<file path="src/rtl/sar_pkg.sv">
`timescale 1ns/1ps
package sar_pkg;

    typedef enum logic [2:0] {
        ST_IDLE,
        ST_PDOWN,
        ST_WAKE,
        ST_TRACK,
        ST_TRIAL,
        ST_ENC,
        ST_LATCH,
        ST_FIN
    } sar_state_t;

    function automatic int max3(input int a, input int b, input int c);
        int m;
        m = (a > b) ? a : b;
        return (m > c) ? m : c;
    endfunction

endpackage

</file>
<file path="src/rtl/sar_fsm.sv">
`timescale 1ns/1ps
module sar_fsm
    import sar_pkg::*;
#(
    parameter int NBITS     = 12,
    parameter int TRACK_CYC = 5,
    parameter int WAKE_CYC  = 5,
    parameter int CW        = 4
) (
    input  logic          clk,
    input  logic          rst,
    input  logic          conv_req,
    input  logic          pd_sel,
    output logic [CW-1:0] cnt,
    output logic          busy,
    output logic          track_en,
    output logic          pwr_dn,
    output logic          trial_load,
    output logic          trial_step,
    output logic          enc_en,
    output logic          latch_en
);

    sar_state_t state_q, state_d;
    logic [CW-1:0] cnt_q;

    // next-state decision
    always_comb begin
        state_d = state_q;
        unique case (state_q)
            ST_IDLE: begin
                if (conv_req)    state_d = ST_TRACK;
                else if (pd_sel) state_d = ST_PDOWN;
            end
            ST_PDOWN: begin
                if (conv_req) state_d = ST_WAKE;
            end
            ST_WAKE: begin
                if (cnt_q == CW'(WAKE_CYC - 1)) state_d = ST_TRACK;
            end
            ST_TRACK: begin
                if (cnt_q == CW'(TRACK_CYC - 1)) state_d = ST_TRIAL;
            end
            ST_TRIAL: begin
                if (cnt_q == CW'(NBITS - 1)) state_d = ST_ENC;
            end
            ST_ENC:   state_d = ST_LATCH;
            ST_LATCH: state_d = ST_FIN;
            ST_FIN: begin
                if (pd_sel)        state_d = ST_PDOWN;
                else if (conv_req) state_d = ST_TRACK;
                else               state_d = ST_IDLE;
            end
        endcase
    end

    // state register and in-state cycle counter
    always_ff @(posedge clk or posedge rst) begin
        if (rst) begin
            state_q <= ST_IDLE;
            cnt_q   <= '0;
        end else begin
            state_q <= state_d;
            cnt_q   <= (state_d != state_q) ? '0 : cnt_q + CW'(1);
        end
    end

    // Moore outputs
    always_comb begin
        busy       = 1'b0;
        track_en   = 1'b0;
        pwr_dn     = 1'b0;
        trial_step = 1'b0;
        enc_en     = 1'b0;
        latch_en   = 1'b0;
        unique case (state_q)
            ST_IDLE:  ;
            ST_PDOWN: pwr_dn = 1'b1;
            ST_WAKE:  busy = 1'b1;
            ST_TRACK: begin
                busy     = 1'b1;
                track_en = 1'b1;
            end
            ST_TRIAL: begin
                busy       = 1'b1;
                trial_step = 1'b1;
            end
            ST_ENC: begin
                busy   = 1'b1;
                enc_en = 1'b1;
            end
            ST_LATCH: begin
                busy     = 1'b1;
                latch_en = 1'b1;
            end
            ST_FIN:   ;
        endcase
    end

    assign trial_load = (state_q == ST_TRACK) && (state_d == ST_TRIAL);
    assign cnt        = cnt_q;

endmodule

</file>
<file path="src/rtl/sar_trial.sv">
`timescale 1ns/1ps
module sar_trial #(
    parameter int NBITS = 12,
    parameter int CW    = 4
) (
    input  logic             clk,
    input  logic             rst,
    input  logic             load,
    input  logic             step,
    input  logic [CW-1:0]    cnt,
    input  logic             cmp_hi,
    output logic [NBITS-1:0] code
);

    logic [NBITS-1:0] code_q;
    logic [CW-1:0]    bidx;

    // bit under trial, MSB first
    assign bidx = CW'(NBITS - 1) - cnt;

    for (genvar gi = 0; gi < NBITS; gi++) begin : g_bit
        always_ff @(posedge clk or posedge rst) begin
            if (rst) begin
                code_q[gi] <= 1'b0;
            end else if (load) begin
                code_q[gi] <= (gi == NBITS - 1);
            end else if (step) begin
                if (bidx == CW'(gi))
                    code_q[gi] <= cmp_hi;
                else if (bidx == CW'(gi + 1))
                    code_q[gi] <= 1'b1;
            end
        end
    end

    assign code = code_q;

endmodule

</file>
<file path="src/rtl/sar_encode.sv">
`timescale 1ns/1ps
module sar_encode #(
    parameter int NBITS = 12
) (
    input  logic             clk,
    input  logic             rst,
    input  logic             enc_en,
    input  logic             latch_en,
    input  logic             fmt_sm,
    input  logic [NBITS-1:0] raw,
    output logic [NBITS-1:0] dout
);

    logic [NBITS-1:0] sm_code;
    logic [NBITS-1:0] res_q;
    logic [NBITS-1:0] dout_q;

    // modified sign-magnitude: upper half keeps magnitude, lower half is mirrored
    assign sm_code = raw[NBITS-1] ? {1'b0, raw[NBITS-2:0]}
                                  : {1'b1, ~raw[NBITS-2:0]};

    always_ff @(posedge clk or posedge rst) begin
        if (rst) begin
            res_q  <= '0;
            dout_q <= '0;
        end else begin
            if (enc_en)   res_q  <= fmt_sm ? sm_code : raw;
            if (latch_en) dout_q <= res_q;
        end
    end

    assign dout = dout_q;

endmodule

</file>
<file path="src/rtl/sar_seq_ctrl.sv">
`timescale 1ns/1ps
module sar_seq_ctrl #(
    parameter int NBITS     = 12,
    parameter int TRACK_CYC = 5,
    parameter int WAKE_CYC  = 5
) (
    input  logic             clk,
    input  logic             rst,
    input  logic             conv_req,
    input  logic             pd_sel,
    input  logic             fmt_sm,
    input  logic             cmp_hi,
    output logic [NBITS-1:0] trial_code,
    output logic             track_en,
    output logic             pwr_dn,
    output logic             busy,
    output logic             busy_n,
    output logic [NBITS-1:0] dout
);

    localparam int CNT_MAX = sar_pkg::max3(NBITS, TRACK_CYC, WAKE_CYC);
    localparam int CW      = $clog2(CNT_MAX + 1);

    logic [CW-1:0] cnt;
    logic          trial_load;
    logic          trial_step;
    logic          enc_en;
    logic          latch_en;
    logic          busy_i;

    sar_fsm #(
        .NBITS    (NBITS),
        .TRACK_CYC(TRACK_CYC),
        .WAKE_CYC (WAKE_CYC),
        .CW       (CW)
    ) u_fsm (
        .clk       (clk),
        .rst       (rst),
        .conv_req  (conv_req),
        .pd_sel    (pd_sel),
        .cnt       (cnt),
        .busy      (busy_i),
        .track_en  (track_en),
        .pwr_dn    (pwr_dn),
        .trial_load(trial_load),
        .trial_step(trial_step),
        .enc_en    (enc_en),
        .latch_en  (latch_en)
    );

    sar_trial #(
        .NBITS(NBITS),
        .CW   (CW)
    ) u_trial (
        .clk   (clk),
        .rst   (rst),
        .load  (trial_load),
        .step  (trial_step),
        .cnt   (cnt),
        .cmp_hi(cmp_hi),
        .code  (trial_code)
    );

    sar_encode #(
        .NBITS(NBITS)
    ) u_enc (
        .clk     (clk),
        .rst     (rst),
        .enc_en  (enc_en),
        .latch_en(latch_en),
        .fmt_sm  (fmt_sm),
        .raw     (trial_code),
        .dout    (dout)
    );

    assign busy   = busy_i;
    assign busy_n = ~busy_i;

endmodule

</file>
<file path="config.mk">
export PLATFORM = sky130hd
export DESIGN_NAME = sar_seq_ctrl
export DESIGN_NICKNAME = d
export VERILOG_FILES = /design/src/rtl/sar_pkg.sv /design/src/rtl/sar_fsm.sv /design/src/rtl/sar_trial.sv /design/src/rtl/sar_encode.sv /design/src/rtl/sar_seq_ctrl.sv
export SDC_FILE = /design/constraint.sdc
export NUM_CORES = 1
export LEC_CHECK = 0
export ABC_AREA = 1
export BUFFER_PORTS_ARGS = -buffer_cell sky130_fd_sc_hd__buf_2
export CAP_MARGIN = 0
export CORE_ASPECT_RATIO = 0.5
export CORE_MARGIN = 5
export CORE_UTILIZATION = 50
export DETAILED_ROUTE_END_ITERATION = 10
export PLACE_DENSITY = 0.72
export SKIP_LAST_GASP = 1
export SLEW_MARGIN = 20
export SYNTH_ARGS = -nofsm -noshare
export SYNTH_HDL_FRONTEND = slang
export SYNTH_SLANG_ARGS = --single-unit
export TNS_END_PERCENT = 10
</file>
<file path="constraint.sdc">
create_clock -name clk -period 2.5 [get_ports clk]
set_clock_uncertainty 0.2 [all_clocks]
set_input_delay 0.5 -clock clk [delete_from_list [all_inputs] [get_ports clk]]
set_output_delay 0.5 -clock clk [all_outputs]
set_load 0.01 [all_outputs]
</file>
==> run_results.csv <==
group,metric,value,unit
run_status,status,"complete, no violations",
timing,setup_tns,0,ps
timing,setup_viol,0,
detailed_routing,routed-via-count,1828,
critical_path,critical_path_class,"flip-flop to flip-flop",
yosys,ys_seq_area_share,49.6,%
timing,whs,133,ps
yosys,synth_edf_count,0,
clock_network,post_cts_buffers,0,
pwr,p_total,2840,uW
cells_and_area,syn_to_final_growth,14.7,%
timing,rsz0062_at_grt,"false",
clock_network,clock_sinks,43,
die,pin_count,34,
placement,dp_hpwl,3260,um
clock_network,root_buffer,"clkbuf_8",
yosys,synth_ff_type,"dfrtp_1",
yosys,synth_nets,276,
run,cap_violations,0,
timing,hold_viol_final,0,
clock_network,htreeDepth,2,
timing,fin_crit_sh,87.3,%
placement,routabilityCongestion,0.898,
detailed_routing,totalWireLength,4420,um
cells_and_area,n_antenna_cell,0,
global_route,gr-total-overflow,0,
cells_and_area,fin_nets,306,
clock_network,clock_latency,290,ps
clock_network,post_cts_resized,0,
detailed_routing,dr.pass1.iters,4,
critical_path,rr_worst_depth,8,
yosys,async_flop_share,100,%
global_route,grt_max_degree,44,
critical_path,crit_fanout,23,
critical_path,crit_arrival,2130,ps
die,die_w,103,um
global_route,grt_pass1_vias,1642,
pwr,leakage,0.00131,uW
critical_path,cp_slowest_cell,"dfrtp_1",
critical_path,reg2reg_from,"u_fsm.cnt[0]",
die,rows,16,
clock_network,holdBufCountCts,0,
pwr,vdd_drop_max,478,uV
die,die_h,56.6,um
timing,max_slew_margin,64.6,%
critical_path,setup.worst_path.start_class,"flip-flop",
critical_path,cp_cell_sequence,"inv_1, ha_1, nand3_2, inv_1, nand2_2, nand2_2, a21oi_1, a31oi_1",
timing,drv_slew,0,
detailed_routing,viasPerCell,5.21,
critical_path,crit_start,"u_fsm.cnt[0]",
cells_and_area,drive_gt1_share,16.8,%
pwr,power_per_cell_area,1140,nW/um^2
critical_path,required,2450,ps
timing,max_freq,0.458,GHz
global_route,grt_use_total,16.0,%
critical_path,crit_path_max_incr_delay,420,ps
detailed_routing,drtIter0Drc,126,
worst_hold_path,hold_class,"primary input to asynchronous set/reset pin",
timing,period_needed,2180,ps
clock_network,cts_tree,"built",
yosys,synth_warnings,0,
die,initial_core_util,53.7,%
yosys,syn_area,2170,sq um
clock_network,cts_made_buffers,5,
clock_network,clk_pin_slew,80,ps
yosys,avgSynthCellArea,8.16,sq um
global_route,antenna_found_initial,0,
clock_network,clk_path_buf_depth,2,
global_route,grt_pass1_wl,7460,um
yosys,synth-seq-cells,43,
detailed_routing,drtAntennaViolNets,0,
critical_path,worstSetupEndpointType,"flip-flop",
yosys,synth_cell_types,24,
die,dieArea,5840,sq um
placement,port_buffers,33,
die,core_area,4040,sq um
yosys,synthCells,266,
timing,worstMarginPinSlew,531,ps
detailed_routing,detail_route.wl_per_cell,12.6,um
detailed_routing,route.detailed.drc,0,
[cells by family (layout without fill, tap and decap cells)]
group | Yosys count | count (layout) | share of synthesized area, %
and+or+nand+nor | 122 | 122 | 23.9
adders and majority gates | 4 | 4 | 2.31
xor gates and xnor gates | 12 | 12 | 4.84
buffers and inverters | 34 | 65 | 6.80
AOI/OAI and AO/OA | 51 | 51 | 12.5
DFF | 43 | 43 | 49.6
[power by group]
part	leakage, uW	internal, uW	switching (uW)
clock network	0.0000654	399	228
registers	0.000512	976	207
logic	0.000729	404	624
total	0.00131	1780	1060
[worst paths after layout]
check                             endpoint  slack, ps
max                        u_trial.code[9]        320
min                        u_enc.res_q[11]        130
max reg2reg                u_trial.code[9]        320
min reg2reg                  u_enc.dout[3]        270
max in group asynchronous     u_fsm.cnt[1]       1590
min in group clk             u_enc.dout[3]        270
[final cells by class]
class / count / area [sq um]
fillers: 368 / 1560
flip-flops and latches: 43 / 1080
multi-input cells: 189 / 946
repair buffers: 36 / 188
inverters: 21 / 78.8
clock buffers: 6 / 72.6
well taps: 54 / 67.6
clock inverters: 2 / 60.1
[flip-flops by register name, indices dropped and copies added, names as in the netlist]
signal	count
u_enc.dout	12
u_enc.res_q	12
u_fsm.cnt	4
u_fsm.state_q	3
u_trial.code	12
[per-layer routing]
layer | global-route usage (%) | share of wire [%] | wire length (um)
met1 | 22.2 | 47 | 2090
met2 | 25.7 | 45 | 1980
met3 | 3.71 | 6.9 | 306
met4 | 3.32 | 1.2 | 51
met5 | 0 | 0 | 0
[cell usage in the layout, fill, tap and decap left out]
| cell type | count |
|---|---|
| nor3b_1 | 1 |
| or2_2 | 1 |
| nand3b_1 | 2 |
| nand3_1 | 19 |
| and2_1 | 1 |
| o211ai_1 | 1 |
| nand3_2 | 2 |
| a21oi_1 | 15 |
| nand2_1 | 74 |
| nor2_1 | 18 |
| bufinv_16 | 2 |
| ha_1 | 4 |
| nor2_2 | 1 |
| inv_2 | 1 |
| dfrtp_1 | 43 |
| nor3_1 | 1 |
| buf_2 | 33 |
| o21ai_0 | 24 |
| clkbuf_1 | 1 |
| inv_1 | 20 |
| nand2_2 | 2 |
| xor2_1 | 12 |
| a31oi_1 | 11 |
| buf_4 | 3 |
| clkbuf_8 | 5 |
[critical path, delay by kind of cell (launching register included)]
kind,cells,cell delay (ps)
flops,1,420
fa+ha+maj,1,240
buf+inv,2,150
compound gates,2,330
simple gates,3,700
[metrics by stage]
step / area, sq um / utilization, % / setup WS, ps / cells
floorplan: 2170 / - / 797 / 266
global placement: 2360 / 58.3 / 510 / 343
detailed placement: 2360 / 58.3 / 374 / 343
CTS: 2490 / 61.5 / 330 / 351
global route: 2490 / 61.5 / 112 / 351
finish: 2490 / 61.5 / 317 / 351
[cells in the mapped netlist, types with 2 or more instances]
library cell,count,area share (%)
a21oi_1,15,3.5
a31oi_1,11,3.2
buf_2,4,0.92
buf_4,2,0.69
clkbuf_1,6,1.0
dfrtp_1,43,50
ha_1,4,2.3
inv_1,20,3.5
nand2_1,74,13
nand2_2,2,0.58
nand3_1,19,4.4
nand3_2,2,0.92
nand3b_1,2,0.69
nor2_1,18,3.1
o21ai_0,24,5.5
xor2_1,12,4.8
(Power assumes the default switching activity.)
